--- src/rtl/cot_pkg.sv ---
package cot_pkg;

    // Controller states; see BRIEF for the transition names.
    typedef enum logic [2:0] {
        ST_IDLE  = 3'd0,
        ST_DISCH = 3'd1,
        ST_ON    = 3'd2,
        ST_OFF   = 3'd3,
        ST_LOCK  = 3'd4
    } cot_state_e;

    function automatic int cot_max(input int a, input int b);
        return (a > b) ? a : b;
    endfunction

endpackage

--- src/rtl/cot_dncnt.sv ---
module cot_dncnt #(
    parameter int W = 8
) (
    input  logic         clk,
    input  logic         rst_n,
    input  logic         load_i,
    input  logic [W-1:0] load_val_i,
    output logic         zero_o
);

    logic [W-1:0] cnt_q;

    always_ff @(posedge clk or negedge rst_n) begin
        if (!rst_n) begin
            cnt_q <= '0;
        end else if (load_i) begin
            cnt_q <= load_val_i;
        end else if (cnt_q != '0) begin
            cnt_q <= cnt_q - W'(1);
        end
    end

    assign zero_o = (cnt_q == '0);

endmodule

--- src/rtl/cot_flag_qual.sv ---
module cot_flag_qual
    import cot_pkg::*;
(
    input  cot_state_e st_i,
    input  logic       cnt_zero_i,
    input  logic       peak_hit_i,
    input  logic       ilim_hit_i,
    output logic       ilim_q_o,
    output logic       peak_q_o
);

    // Flags only count in the on-time once the blanking window is over.
    logic sense_open;

    always_comb begin
        sense_open = (st_i == ST_ON) && cnt_zero_i;
        ilim_q_o   = sense_open && ilim_hit_i;
        // Current limit wins over a simultaneous peak event.
        peak_q_o   = sense_open && peak_hit_i && !ilim_hit_i;
    end

endmodule

--- src/rtl/cot_fsm.sv ---
module cot_fsm
    import cot_pkg::*;
#(
    parameter int W            = 8,
    parameter int BLANK_CYC    = 12,
    parameter int DISCH_CYC    = 4,
    parameter int TOFF_MAX_CYC = 100,
    parameter int LOCK_CYC     = 100
) (
    input  logic         clk,
    input  logic         rst_n,
    input  logic         enable_i,
    input  logic         ilim_q_i,
    input  logic         peak_q_i,
    input  logic         toff_done_i,
    input  logic         cnt_zero_i,
    output cot_state_e   st_o,
    output logic         load_o,
    output logic [W-1:0] load_val_o,
    output logic         gate_o,
    output logic         discharge_o
);

    localparam logic [W-1:0] LD_DISCH = W'(DISCH_CYC - 1);
    localparam logic [W-1:0] LD_BLANK = W'(BLANK_CYC);
    localparam logic [W-1:0] LD_TOFF  = W'(TOFF_MAX_CYC - 1);
    localparam logic [W-1:0] LD_LOCK  = W'(LOCK_CYC - 1);

    cot_state_e st_q, st_nxt;

    // Next state and counter load
    always_comb begin
        st_nxt     = st_q;
        load_o     = 1'b0;
        load_val_o = '0;
        if (!enable_i) begin
            st_nxt = ST_IDLE;                       // T_KILL
        end else begin
            unique case (st_q)
                ST_IDLE: begin                      // T_WAKE
                    st_nxt     = ST_DISCH;
                    load_o     = 1'b1;
                    load_val_o = LD_DISCH;
                end
                ST_DISCH: begin
                    if (cnt_zero_i) begin           // T_FIRE
                        st_nxt     = ST_ON;
                        load_o     = 1'b1;
                        load_val_o = LD_BLANK;
                    end
                end
                ST_ON: begin
                    if (ilim_q_i) begin             // T_LIMIT
                        st_nxt     = ST_LOCK;
                        load_o     = 1'b1;
                        load_val_o = LD_LOCK;
                    end else if (peak_q_i) begin    // T_PEAK
                        st_nxt     = ST_OFF;
                        load_o     = 1'b1;
                        load_val_o = LD_TOFF;
                    end
                end
                ST_OFF: begin
                    if (toff_done_i || cnt_zero_i) begin  // T_REARM
                        st_nxt     = ST_DISCH;
                        load_o     = 1'b1;
                        load_val_o = LD_DISCH;
                    end
                end
                ST_LOCK: begin
                    if (cnt_zero_i) begin           // T_RELEASE
                        st_nxt     = ST_DISCH;
                        load_o     = 1'b1;
                        load_val_o = LD_DISCH;
                    end
                end
                default: st_nxt = ST_IDLE;
            endcase
        end
    end

    // State register
    always_ff @(posedge clk or negedge rst_n) begin
        if (!rst_n) begin
            st_q <= ST_IDLE;
        end else begin
            st_q <= st_nxt;
        end
    end

    // Outputs
    always_comb begin
        gate_o      = 1'b0;
        discharge_o = 1'b0;
        unique case (st_q)
            ST_IDLE, ST_DISCH, ST_LOCK: discharge_o = 1'b1;
            ST_ON:                      gate_o      = enable_i;
            ST_OFF:                     ;
            default:                    discharge_o = 1'b1;
        endcase
    end

    assign st_o = st_q;

endmodule

--- src/rtl/cot_gate_ctrl.sv ---
module cot_gate_ctrl
    import cot_pkg::*;
#(
    parameter int BLANK_CYC    = 12,
    parameter int DISCH_CYC    = 4,
    parameter int TOFF_MAX_CYC = 14000,
    parameter int LOCK_CYC     = 14000
) (
    input  logic clk,
    input  logic rst_n,
    input  logic enable_i,
    input  logic peak_hit_i,
    input  logic ilim_hit_i,
    input  logic toff_done_i,
    output logic gate_o,
    output logic discharge_o
);

    localparam int LONGEST = cot_max(cot_max(BLANK_CYC, DISCH_CYC),
                                     cot_max(TOFF_MAX_CYC, LOCK_CYC));
    localparam int CNT_W   = $clog2(LONGEST + 1);

    cot_state_e       st;
    logic             cnt_zero;
    logic             cnt_load;
    logic [CNT_W-1:0] cnt_load_val;
    logic             ilim_q;
    logic             peak_q;

    cot_dncnt #(.W(CNT_W)) u_cnt (
        .clk        (clk),
        .rst_n      (rst_n),
        .load_i     (cnt_load),
        .load_val_i (cnt_load_val),
        .zero_o     (cnt_zero)
    );

    cot_flag_qual u_qual (
        .st_i       (st),
        .cnt_zero_i (cnt_zero),
        .peak_hit_i (peak_hit_i),
        .ilim_hit_i (ilim_hit_i),
        .ilim_q_o   (ilim_q),
        .peak_q_o   (peak_q)
    );

    cot_fsm #(
        .W            (CNT_W),
        .BLANK_CYC    (BLANK_CYC),
        .DISCH_CYC    (DISCH_CYC),
        .TOFF_MAX_CYC (TOFF_MAX_CYC),
        .LOCK_CYC     (LOCK_CYC)
    ) u_fsm (
        .clk         (clk),
        .rst_n       (rst_n),
        .enable_i    (enable_i),
        .ilim_q_i    (ilim_q),
        .peak_q_i    (peak_q),
        .toff_done_i (toff_done_i),
        .cnt_zero_i  (cnt_zero),
        .st_o        (st),
        .load_o      (cnt_load),
        .load_val_o  (cnt_load_val),
        .gate_o      (gate_o),
        .discharge_o (discharge_o)
    );

endmodule

--- config.mk ---
export PLATFORM = sky130hd
export DESIGN_NAME = cot_gate_ctrl
export DESIGN_NICKNAME = d
export VERILOG_FILES = /design/src/rtl/cot_pkg.sv /design/src/rtl/cot_dncnt.sv /design/src/rtl/cot_flag_qual.sv /design/src/rtl/cot_fsm.sv /design/src/rtl/cot_gate_ctrl.sv
export SDC_FILE = /design/constraint.sdc
export NUM_CORES = 1
export LEC_CHECK = 0
export ABC_AREA = 1
export BUFFER_PORTS_ARGS = -buffer_cell sky130_fd_sc_hd__buf_2
export CELL_PAD_IN_SITES_DETAIL_PLACEMENT = 0
export CELL_PAD_IN_SITES_GLOBAL_PLACEMENT = 1
export CORE_MARGIN = 2
export CORE_UTILIZATION = 45
export CTS_BUF_LIST = sky130_fd_sc_hd__clkbuf_8
export DETAILED_ROUTE_END_ITERATION = 7
export GPL_TIMING_DRIVEN = 1
export HOLD_SLACK_MARGIN = 0.12
export PLACE_DENSITY_LB_ADDON = 0.12
export SYNTH_ARGS = -nofsm -noshare
export SYNTH_HDL_FRONTEND = slang
export SYNTH_HIERARCHICAL = 1
export SYNTH_SLANG_ARGS = --single-unit
--- constraint.sdc ---
create_clock -name clk -period 3.78 [get_ports clk]
set_clock_uncertainty 0.05 [all_clocks]
set_input_delay 1.134 -clock clk [delete_from_list [all_inputs] [get_ports clk]]
set_output_delay 1.134 -clock clk [all_outputs]
set_load 0.01 [all_outputs]
==> impl_metrics.ini, run 1 <==
[timing]
final.setup.tns_ns = 0
post_route_fraction_of_the_period_consumed_by_the_critical_path_pct = 83.8
finalMaxSlewViolations = 0
layout_min_cycle_time_ns = 3.17
finalSetupViolCount = 0
timing_hold_violations_final = 0
achievable-frequency_mhz = 316
fin_ws_ns = 0.613
grt_setup_unrepaired = no

[logic_synthesis]
yosys.area_share.simple_pct = 44.0
portion_of_netlist_area_occupied_by_mux_cells_pct = 0
syn-instance-count = 217
ys_seq_area_share_pct = 29.7
post_synth_fa_ha_maj_area_fraction_pct = 0.875
largest_family_of_logic_cells_by_synthesized_area = simple AND/OR/NAND/NOR gates
yosysWarnings = 6
synthesis.area_um2 = 1430
syn_avg_cell_area_um2 = 6.59
yosys.cell_types.count = 31
synth-xor-area-share_pct = 0.612
synth_seq_cells = 17
synth_compound_gate_area_share_pct = 10.1

[final_layout]
layoutNonFillerInstCount = 263
post_route_cells_drive_above_1_share_pct = 21.0
area.growth.synth_to_final_pct = 4.64
final_cell_mix = 59 x sky130_fd_sc_hd__nand2_1, 26 x sky130_fd_sc_hd__nor2_1, 22 x sky130_fd_sc_hd__inv_1, 18 x sky130_fd_sc_hd__nand3_1, 17 x sky130_fd_sc_hd__dfrtp_1
antenna_cells = 0
layout.cells.most_common = sky130_fd_sc_hd__nand2_1
num-nets-final = 227

[clock_network]
numClockSinks = 17
cts_inserted_buffers = 3
tritoncts = yes
cts.clk_slew.worst_paths_ns = 0.07
clock_insertion_delay_worst_skew_ns = 0.25
clockRootBuffer = sky130_fd_sc_hd__clkbuf_8
cts_post_setup_buffers_inserted = 0
cts_htree_levels = 1
holdBufCountCts = 0
max-clock-path-buffers = 2
cts-resized-gates = 0

[worst_setup_path]
worst-path-stages = 19
critical_path_class = reg -> reg
worst_path_most_repeated_cell = sky130_fd_sc_hd__nand2_1
critical_path.endpoint_type = register
critical_path.top_delay_family = simple AND/OR/NAND/NOR gates
critPathLaunch = u_cnt/cnt_q[0]$_DFFE_PN0P_
critPathLaunchType = register
worstPathCellList = inv_1 -> ha_1 -> nand2_4 -> nor2_2 -> nand4_1 -> nor3_1 -> buf_4 -> nand2_1 -> inv_1 -> nand2_1 -> nor2_1 -> o21ai_0 -> nand3_1 -> nand2_1 -> nand2_1 -> inv_2 -> or2_2 -> nand2_1 -> nor2_1
cp.arrival_ns = 3.26
worst_path_slowest_cell = sky130_fd_sc_hd__dfrtp_1
worstPathBufferInverterCount = 4
r2r.worst_path.cells = 19
timing.rr.start = u_cnt/cnt_q[0]$_DFFE_PN0P_
critical_path.max_stage_delay_ns = 0.37
worstPathRequired_ns = 3.88
critical_path_fanouts_max = 19

[grt]
grt_max_degree = 20
grt_first_pass_wirelength_mm = 4.96
gr-usage-met1_pct = 23.7
grt_antenna_before_repair = 0
global_route.overflow_total = 0
globalRouteMet2Util_pct = 30.4
grt_busiest_layer = met2
grt_pass1_vias = 1167
grt.total_usage_pct = 18.0
grt_use_met3_pct = 2.56

[floorplan]
die_x_um = 60.4
die_y_um = 60.4
floorplan.initialDensity_pct = 47.2
die-area_um2 = 3650
core-area_um2 = 3030
rows = 20
io_pins = 8

[drt]
drt_pass1_iterations = 4
first_drt_iteration_drcs = 57
route.antenna.remaining_nets = 0
remaining_drc_errors = 0
route.final.wire_length_mm = 2.90
route.detailed.wl_per_inst_um = 11.0
post_drt_via_cell_ratio = 4.76
via_count = 1253

[placed_design]
io_buffer_count = 7
place_hpwl_mm = 2.31
gpl.final_weighted_congestion = 0.825
dp_worst_setup_slack_ns = 0.612
place_inst = 259

[hold_path]
min_from = u_cnt/cnt_q[1]$_DFFE_PN0P_
hold_path.class = reg -> reg
hold-path-cell-count = 2

[pwr]
power_frac_comb_pct = 54.4
leakagePower_nw = 0.754
power_density_nw_per_um2 = 712
p_seq_share_pct = 32.4
swShare_pct = 49.1
cell_internal_pwr_w = 0.000542
pwr-share-clk_pct = 13.3
vdd_ir_drop_max_uv = 288
switchingPower_w = 0.000523

[status]
status = finished clean

[job]
timing.max_cap.violations = 0
-- worst paths after layout --
path	slack (ns)	end
max	0.61	u_cnt/cnt_q[9]$_DFFE_PN0P_
min	0.51	u_cnt/cnt_q[1]$_DFFE_PN0P_
max reg2reg	0.61	u_cnt/cnt_q[9]$_DFFE_PN0P_
min reg2reg	0.51	u_cnt/cnt_q[1]$_DFFE_PN0P_
max in group asynchronous	2.64	u_fsm/st_o[2]$_DFFE_PN0P_
min in group asynchronous	0.75	u_cnt/cnt_q[4]$_DFFE_PN0P_
-- Yosys cell counts (all sizes together) --
| cell | n | share of area, % |
|---|---|---|
| nand3 | 22 | 9.1 |
| buf | 12 | 6.1 |
| nand4 | 2 | 0.87 |
| xnor2 | 1 | 0.61 |
| o21ai | 14 | 4.9 |
| o21bai | 1 | 0.53 |
| clkinv | 2 | 0.87 |
| inv | 27 | 7.1 |
| nor3 | 3 | 1.4 |
| a21oi | 8 | 4.1 |
| dfrtp | 17 | 30 |
| clkbuf | 1 | 0.26 |
| nand2 | 62 | 17 |
| nor2 | 38 | 14 |
| o2111ai | 1 | 0.61 |
| or2 | 4 | 1.8 |
| ha | 1 | 0.87 |
| conb | 1 | 0.26 |
-- tightest hold or removal path, cell delays in order (launching register included) --
cell	delay, ns
sky130_fd_sc_hd__dfrtp_1	0.32
sky130_fd_sc_hd__inv_1	0.06
sky130_fd_sc_hd__o21ai_1	0.14
-- kinds of logic (layout without fill, tap and decap cells) --
| kind of cell | count (synthesis) | count (layout) |
|---|---|---|
| other | 1 | 4 |
| AO/OA/AOI/OAI | 24 | 24 |
| AND/OR/NAND/NOR | 131 | 131 |
| buffers and inverters | 42 | 41 |
| adder cells (fa/ha/maj) | 1 | 1 |
| flip-flops | 17 | 17 |
| XOR/XNOR | 1 | 1 |
-- state kept, by name, indices dropped and copies added (netlist names) --
register	cells
u_cnt/cnt_q	14
u_fsm/st_o	3
-- power groups by stage --
stage	registers [W]	logic [W]	clock network, W
2_1_floorplan	0.000328	0.000490	0
3_5_place_dp	0.000347	0.000577	0
6_report	0.000345	0.000579	0.000142
3_3_place_gp	0.000352	0.000575	0
5_1_grt	0.000361	0.000662	0.000156
4_1_cts	0.000344	0.000581	0.000147
-- cell type report --
type	count	area, um^2
flip-flops and latches	17	425
fillers	302	1530
clock buffers	3	41.3
multi-input cells	161	811
repair buffers	8	42.5
well taps	44	55.1
inverters	29	114
clock inverters	1	7.51
-- per-layer routing --
| metal | share of wire [%] | up-vias |
|---|---|---|
| met2 | 48 | 17 |
| li1 | - | 671 |
| met1 | 49 | 563 |
| met5 | 0 | - |
| met3 | 2.6 | 2 |
| met4 | 0.28 | 0 |
-- stage by stage --
step	hold WS (ns)	instance area (um^2)	total power, W	util (%)
finish	0.512	1500	0.00106	49.4
global route	0.569	1500	0.00118	49.4
CTS	0.522	1500	0.00107	49.4
detailed placement	0.500	1450	0.000924	47.8
global placement	0.517	1450	0.000926	47.8
floorplan	0.461	1440	0.000818	-
No activity file was read; power rests on OpenSTA's default activity.
==> inputs of run 2 (changes only) <==
Settings changed: CORE_UTILIZATION 45 to 41.
Clock period 3.78 ns to 2.8 ns, I/O delays scaled along.
==> run 2 against run 1 <==
Effect of this change: utilization fell by 3.6 points; design area rose by 2.3%; worst hold slack got worse by 0.054 ns; combinational power rose by 39%; setup slack got worse by 0.37 ns; register-to-register slack got worse by 0.37 ns; sequential share of layout area fell by 0.63 points; non-clock buffer count rose by 2; first-iteration DRC count fell by 30%; count of clock-buffer cells in the layout did not move; fmax rose by 24%; critical path type unchanged; largest cell class unchanged; highest routed layer unchanged.
==> impl_metrics.ini, run 2 (synthesis gave the netlist of run 1 again) <==
[status]
status = finished clean

[timing]
final.setup.tns_ns = 0
grt_setup_unrepaired = no
finalSetupViolCount = 0
layout_min_cycle_time_ns = 2.56
timing.hold.ws_ns = 0.458
achievable-frequency_mhz = 391
timing_hold_violations_final = 0
finalMaxSlewViolations = 0
post_route_fraction_of_the_period_consumed_by_the_critical_path_pct = 91.4

[floorplan]
die_y_um = 63.1
die_x_um = 63.1
io_pins = 8
floorplan.initialDensity_pct = 42.9
rows = 21
die-area_um2 = 3980
core-area_um2 = 3340

[pwr]
power_frac_comb_pct = 54.9
vdd_ir_drop_max_uv = 315
total_power_w = 0.00146
pwr-share-clk_pct = 12.8
swShare_pct = 49.0
cell_internal_pwr_w = 0.000747
power_density_nw_per_um2 = 957
p_seq_share_pct = 32.2
switchingPower_w = 0.000717
leakagePower_nw = 0.769

[clock_network]
cts.clk_slew.worst_paths_ns = 0.07
cts_htree_levels = 1
clockRootBuffer = sky130_fd_sc_hd__clkbuf_8
max-clock-path-buffers = 2
cts_inserted_buffers = 3
holdBufCountCts = 0
numClockSinks = 17
clock_insertion_delay_worst_skew_ns = 0.25
tritoncts = yes

[drt]
route.final.wire_length_mm = 2.98
post_drt_via_cell_ratio = 4.78
remaining_drc_errors = 0
route.antenna.remaining_nets = 0
drt_pass1_iterations = 4
via_count = 1277
first_drt_iteration_drcs = 40
route.detailed.wl_per_inst_um = 11.1

[worst_setup_path]
critical_path.top_delay_family = simple AND/OR/NAND/NOR gates
worstPathRequired_ns = 2.90
worst_path_slowest_cell = sky130_fd_sc_hd__dfrtp_1
cp.arrival_ns = 2.66
worstPathCellList = inv_1 -> ha_2 -> nand2_4 -> nor2_2 -> nand4_1 -> nor3_2 -> nand2_1 -> inv_1 -> nand2_1 -> nor2_1 -> o21ai_1 -> nand3_1 -> nand2_1 -> nand2_1 -> inv_4 -> or2_2 -> nand2_1 -> nor2_1
critical_path_fanouts_max = 19
critical_path.max_stage_delay_ns = 0.37
critical_path.endpoint_type = register
worstPathBufferInverterCount = 3
worst_path_most_repeated_cell = sky130_fd_sc_hd__nand2_1
critPathLaunchType = register
critical_path_class = reg -> reg

[final_layout]
final_cell_mix = 59 x sky130_fd_sc_hd__nand2_1, 25 x sky130_fd_sc_hd__nor2_1, 23 x sky130_fd_sc_hd__inv_1, 18 x sky130_fd_sc_hd__nand3_1, 17 x sky130_fd_sc_hd__dfrtp_1
post_route_cells_drive_above_1_share_pct = 22.6
num-nets-final = 229
largest_register_ff_count = 14
antenna_cells = 0
largest-register = u_cnt/cnt_q
layout.cells.most_common = sky130_fd_sc_hd__nand2_1
area.growth.synth_to_final_pct = 7.00

[placed_design]
gpl.final_weighted_congestion = 0.812
io_buffer_count = 7
place_hpwl_mm = 2.27

[grt]
grt_antenna_before_repair = 0
grt_first_pass_wirelength_mm = 5.21
grt.total_usage_pct = 16.5
grt_max_degree = 20
grt_pass1_vias = 1235
global_route.overflow_total = 0

[job]
timing.max_cap.violations = 0

[hold_path]
hold_path.class = in -> async
[run 2: cell types whose count changed in the layout (fill, tap and decap cells not counted), sizes merged]
cell,previous run,this run
inv,27,28
buf,8,10
clkinvlp,1,0
[run 2: power groups by stage]
stage | registers (W) | clock network [W] | logic, W
floorplan | 0.000445 | 0 | 0.000662
global placement | 0.000476 | 0 | 0.000789
detailed placement | 0.000476 | 0 | 0.000793
CTS | 0.000470 | 0.000198 | 0.000797
global route | 0.000487 | 0.000209 | 0.000927
finish | 0.000471 | 0.000188 | 0.000804
[run 2: area by class of cell]
cell class / instances / area [um^2]
well taps: 46 / 57.6
repair buffers: 10 / 57.6
flip-flops and latches: 17 / 425
multi-input cells: 161 / 828
clock buffers: 3 / 41.3
fillers: 363 / 1810
inverters: 29 / 116
clock inverters: 1 / 3.75
[run 2: timing repair]
action / CTS / global route
buffers inserted: 0 / 0
setup endpoints to repair: 0 / 13
resized for setup: 0 / 6
[run 2: worst paths after layout]
kind,startpoint,to,slack (ns),cells after the start
setup / recovery,u_cnt/cnt_q[0]$_DFFE_PN0P_,u_cnt/cnt_q[11]$_DFFE_PN0P_,0.24,18
hold / removal,rst_n,u_cnt/cnt_q[1]$_DFFE_PN0P_,0.46,1
setup reg to reg,u_cnt/cnt_q[0]$_DFFE_PN0P_,u_cnt/cnt_q[11]$_DFFE_PN0P_,0.24,18
hold reg to reg,u_cnt/cnt_q[1]$_DFFE_PN0P_,u_cnt/cnt_q[1]$_DFFE_PN0P_,0.50,2
max in group asynchronous,rst_n,u_cnt/cnt_q[11]$_DFFE_PN0P_,1.94,1
min in group clk,u_cnt/cnt_q[1]$_DFFE_PN0P_,u_cnt/cnt_q[1]$_DFFE_PN0P_,0.50,2
[run 2: through the flow]
step	setup WS (ns)	instances	area (um^2)	util, %
final	0.240	267	1530	45.9
after global placement	0.201	263	1470	44.1
after floorplan	0.138	220	1450	-
after global routing	0.00859	267	1530	45.9
after detailed placement	0.155	263	1470	44.1
after CTS	0.109	267	1520	45.4
[run 2: metal layers]
layer / part of all wire (%) / wire length, um / GRT usage (%) / vias to the layer above
met3: 2.1 / 61 / 2.86 / 2
li1: - / - / - / 677
met5: 0 / 0 / 0 / -
met2: 47 / 1410 / 28.7 / 12
met4: 0.74 / 22 / 5.00 / 0
met1: 50 / 1490 / 20.7 / 586
==> inputs of run 3 (changes only) <==
Settings changed: CORE_UTILIZATION 41 to 30.
Clock period 2.8 ns to 2.9 ns, I/O delays scaled along.
==> run 3 against run 2 <==
Effect of this change: final cell count is 3.0% higher; worst hold slack better by 0.043 ns; count of clock-buffer cells in the layout is the same; die area up 34%; total power fell by 3.3%; critical path depth did not move; routed wire length is 9.6% higher; sequential share of layout area shrank 0.18 points; register-to-register slack gained 0.06 ns; largest power group unchanged; first-iteration DRC count increased by 90%; global-route usage fell by 2.8 points.
==> impl_metrics.ini, run 3 (synthesis gave the netlist of run 1 again) <==
[worst_setup_path]
critical_path_class = reg -> reg
critPathLaunchType = register
timing.rr.start = u_cnt/cnt_q[0]$_DFFE_PN0P_
critical_path.endpoint_type = register
cp.arrival_ns = 2.69
rrSetupSlack_ns = 0.30
critical_path_fanouts_max = 19
critical_path.endpoint = u_cnt/cnt_q[13]$_DFFE_PN0P_
rr_endpoint = u_cnt/cnt_q[13]$_DFFE_PN0P_
critPathLaunch = u_cnt/cnt_q[0]$_DFFE_PN0P_
worstPathRequired_ns = 3.00
r2r.worst_path.cells = 18

[pwr]
total_power_w = 0.00142
vdd_ir_drop_max_uv = 321
leakagePower_nw = 0.769
power_density_nw_per_um2 = 919

[drt]
remaining_drc_errors = 0
route.antenna.remaining_nets = 0
first_drt_iteration_drcs = 76
post_drt_via_cell_ratio = 4.54
route.detailed.wl_per_inst_um = 11.9
route.final.wire_length_mm = 3.26
drt_pass1_iterations = 4
via_count = 1248

[timing]
final.setup.tns_ns = 0
max_slew_margin_pct = 65.4
finalMaxSlewViolations = 0
grt_setup_unrepaired = no
timing.hold.ws_ns = 0.501
layout_min_cycle_time_ns = 2.60
finalSetupViolCount = 0
achievable-frequency_mhz = 385
post_route_fraction_of_the_period_consumed_by_the_critical_path_pct = 89.6
worst_pin_slew_ns = 0.518
timing_hold_violations_final = 0

[clock_network]
numClockSinks = 17
clock_insertion_delay_worst_skew_ns = 0.25
cts.clk_slew.worst_paths_ns = 0.07
clockRootBuffer = sky130_fd_sc_hd__clkbuf_8
max-clock-path-buffers = 2
cts_post_setup_buffers_inserted = 0
cts_htree_levels = 1
holdBufCountCts = 0
tritoncts = yes
cts_inserted_buffers = 3

[grt]
grt.total_usage_pct = 13.7
grt_first_pass_wirelength_mm = 5.68
grt_max_degree = 20
grt_antenna_before_repair = 0
global_route.overflow_total = 0
grt_pass1_vias = 1223

[floorplan]
die-area_um2 = 5340
die_y_um = 73.0
io_pins = 8
die_x_um = 73.0
floorplan.initialDensity_pct = 30.7
rows = 25
core-area_um2 = 4660

[final_layout]
largest-register = u_cnt/cnt_q
post_route_cells_drive_above_1_share_pct = 22.6
multi_input_area_um2 = 828
layout.core_utilization_pct = 33.0
area.growth.synth_to_final_pct = 7.70
layout.cells.most_common = sky130_fd_sc_hd__nand2_1
fillers = 518
layout.cell_area.non_filler_um2 = 1540
largest_register_ff_count = 14
antenna_cells = 0
area.sequential_um2 = 425
num-nets-final = 229
final_cell_mix = 59 x sky130_fd_sc_hd__nand2_1, 25 x sky130_fd_sc_hd__nor2_1, 23 x sky130_fd_sc_hd__inv_1, 18 x sky130_fd_sc_hd__nand3_1, 17 x sky130_fd_sc_hd__dfrtp_1

[placed_design]
gpl.final_weighted_congestion = 0.883
io_buffer_count = 7
place_hpwl_mm = 2.52
placement.cell_area_um2 = 1480

[job]
timing.max_cap.violations = 0

[status]
status = finished clean

[hold_path]
hold_path.class = in -> async
-- run 3: how the worst min path moves through the flow --
stage                                 end  slack [ns]  cells past startpoint
6_report       u_cnt/cnt_q[5]$_DFFE_PN0P_        0.50                      1
5_1_grt        u_cnt/cnt_q[3]$_DFFE_PN0P_        0.53                      1
4_1_cts        u_cnt/cnt_q[8]$_DFFE_PN0P_        0.51                      1
3_5_place_dp   u_cnt/cnt_q[1]$_DFFE_PN0P_        0.52                      2
3_3_place_gp   u_cnt/cnt_q[1]$_DFFE_PN0P_        0.49                      2
2_1_floorplan  u_cnt/cnt_q[1]$_DFFE_PN0P_        0.46                      2
-- run 3: timing repair --
item / in CTS / in global routing
endpoints found under the setup margin: 0 / 14
resized for setup: 0 / 6
endpoints found under the hold margin: 0 / 0
-- run 3: critical path, cell delays in order (launching register included) --
cell                      delay (ns)
sky130_fd_sc_hd__dfrtp_1        0.38
sky130_fd_sc_hd__inv_1          0.11
sky130_fd_sc_hd__ha_2           0.23
sky130_fd_sc_hd__nand2_4        0.06
sky130_fd_sc_hd__nor2_2         0.13
sky130_fd_sc_hd__nand4_1        0.13
sky130_fd_sc_hd__nor3_2         0.16
sky130_fd_sc_hd__nand2_1        0.07
sky130_fd_sc_hd__inv_1          0.06
sky130_fd_sc_hd__nand2_1        0.07
sky130_fd_sc_hd__nor2_2         0.12
sky130_fd_sc_hd__o21ai_0        0.14
sky130_fd_sc_hd__nand3_1        0.10
sky130_fd_sc_hd__nand2_1        0.06
sky130_fd_sc_hd__nand2_1        0.12
sky130_fd_sc_hd__inv_4          0.11
sky130_fd_sc_hd__or2_2          0.28
sky130_fd_sc_hd__nand2_1        0.07
sky130_fd_sc_hd__nor2_1         0.04
-- run 3: power breakdown --
| group | leakage, nW | switching [W] | total, W | internal, W |
|---|---|---|---|---|
| Sequential | 0.212 | 0.000112 | 0.000454 | 0.000342 |
| Clock | 0.0269 | 0.0000837 | 0.000178 | 0.0000939 |
| Combinational | 0.530 | 0.000499 | 0.000785 | 0.000286 |
| Total | 0.769 | 0.000694 | 0.00142 | 0.000722 |
-- run 3: cell type report --
type | count | share of cell area (%)
clock inverter | 1 | 0.244
inverter | 29 | 7.55
timing repair buffer | 10 | 3.74
tap | 54 | 4.39
sequential | 17 | 27.6
clock buffer | 3 | 2.68
multi-input combinational | 161 | 53.8
-- run 3: through the flow --
| step | std cells | setup slack, ns |
|---|---|---|
| floorplan | 220 | 0.0317 |
| global placement | 271 | 0.246 |
| detailed placement | 271 | 0.149 |
| CTS | 275 | 0.125 |
| global route | 275 | 0.0237 |
| finish | 275 | 0.302 |
-- run 3: per-layer routing --
layer,vias up,track usage (%),routed length [um]
met5,-,0,0
met4,0,3.29,31
met3,2,1.66,49
met2,7,23.3,1560
met1,561,18.3,1620
li1,678,-,-
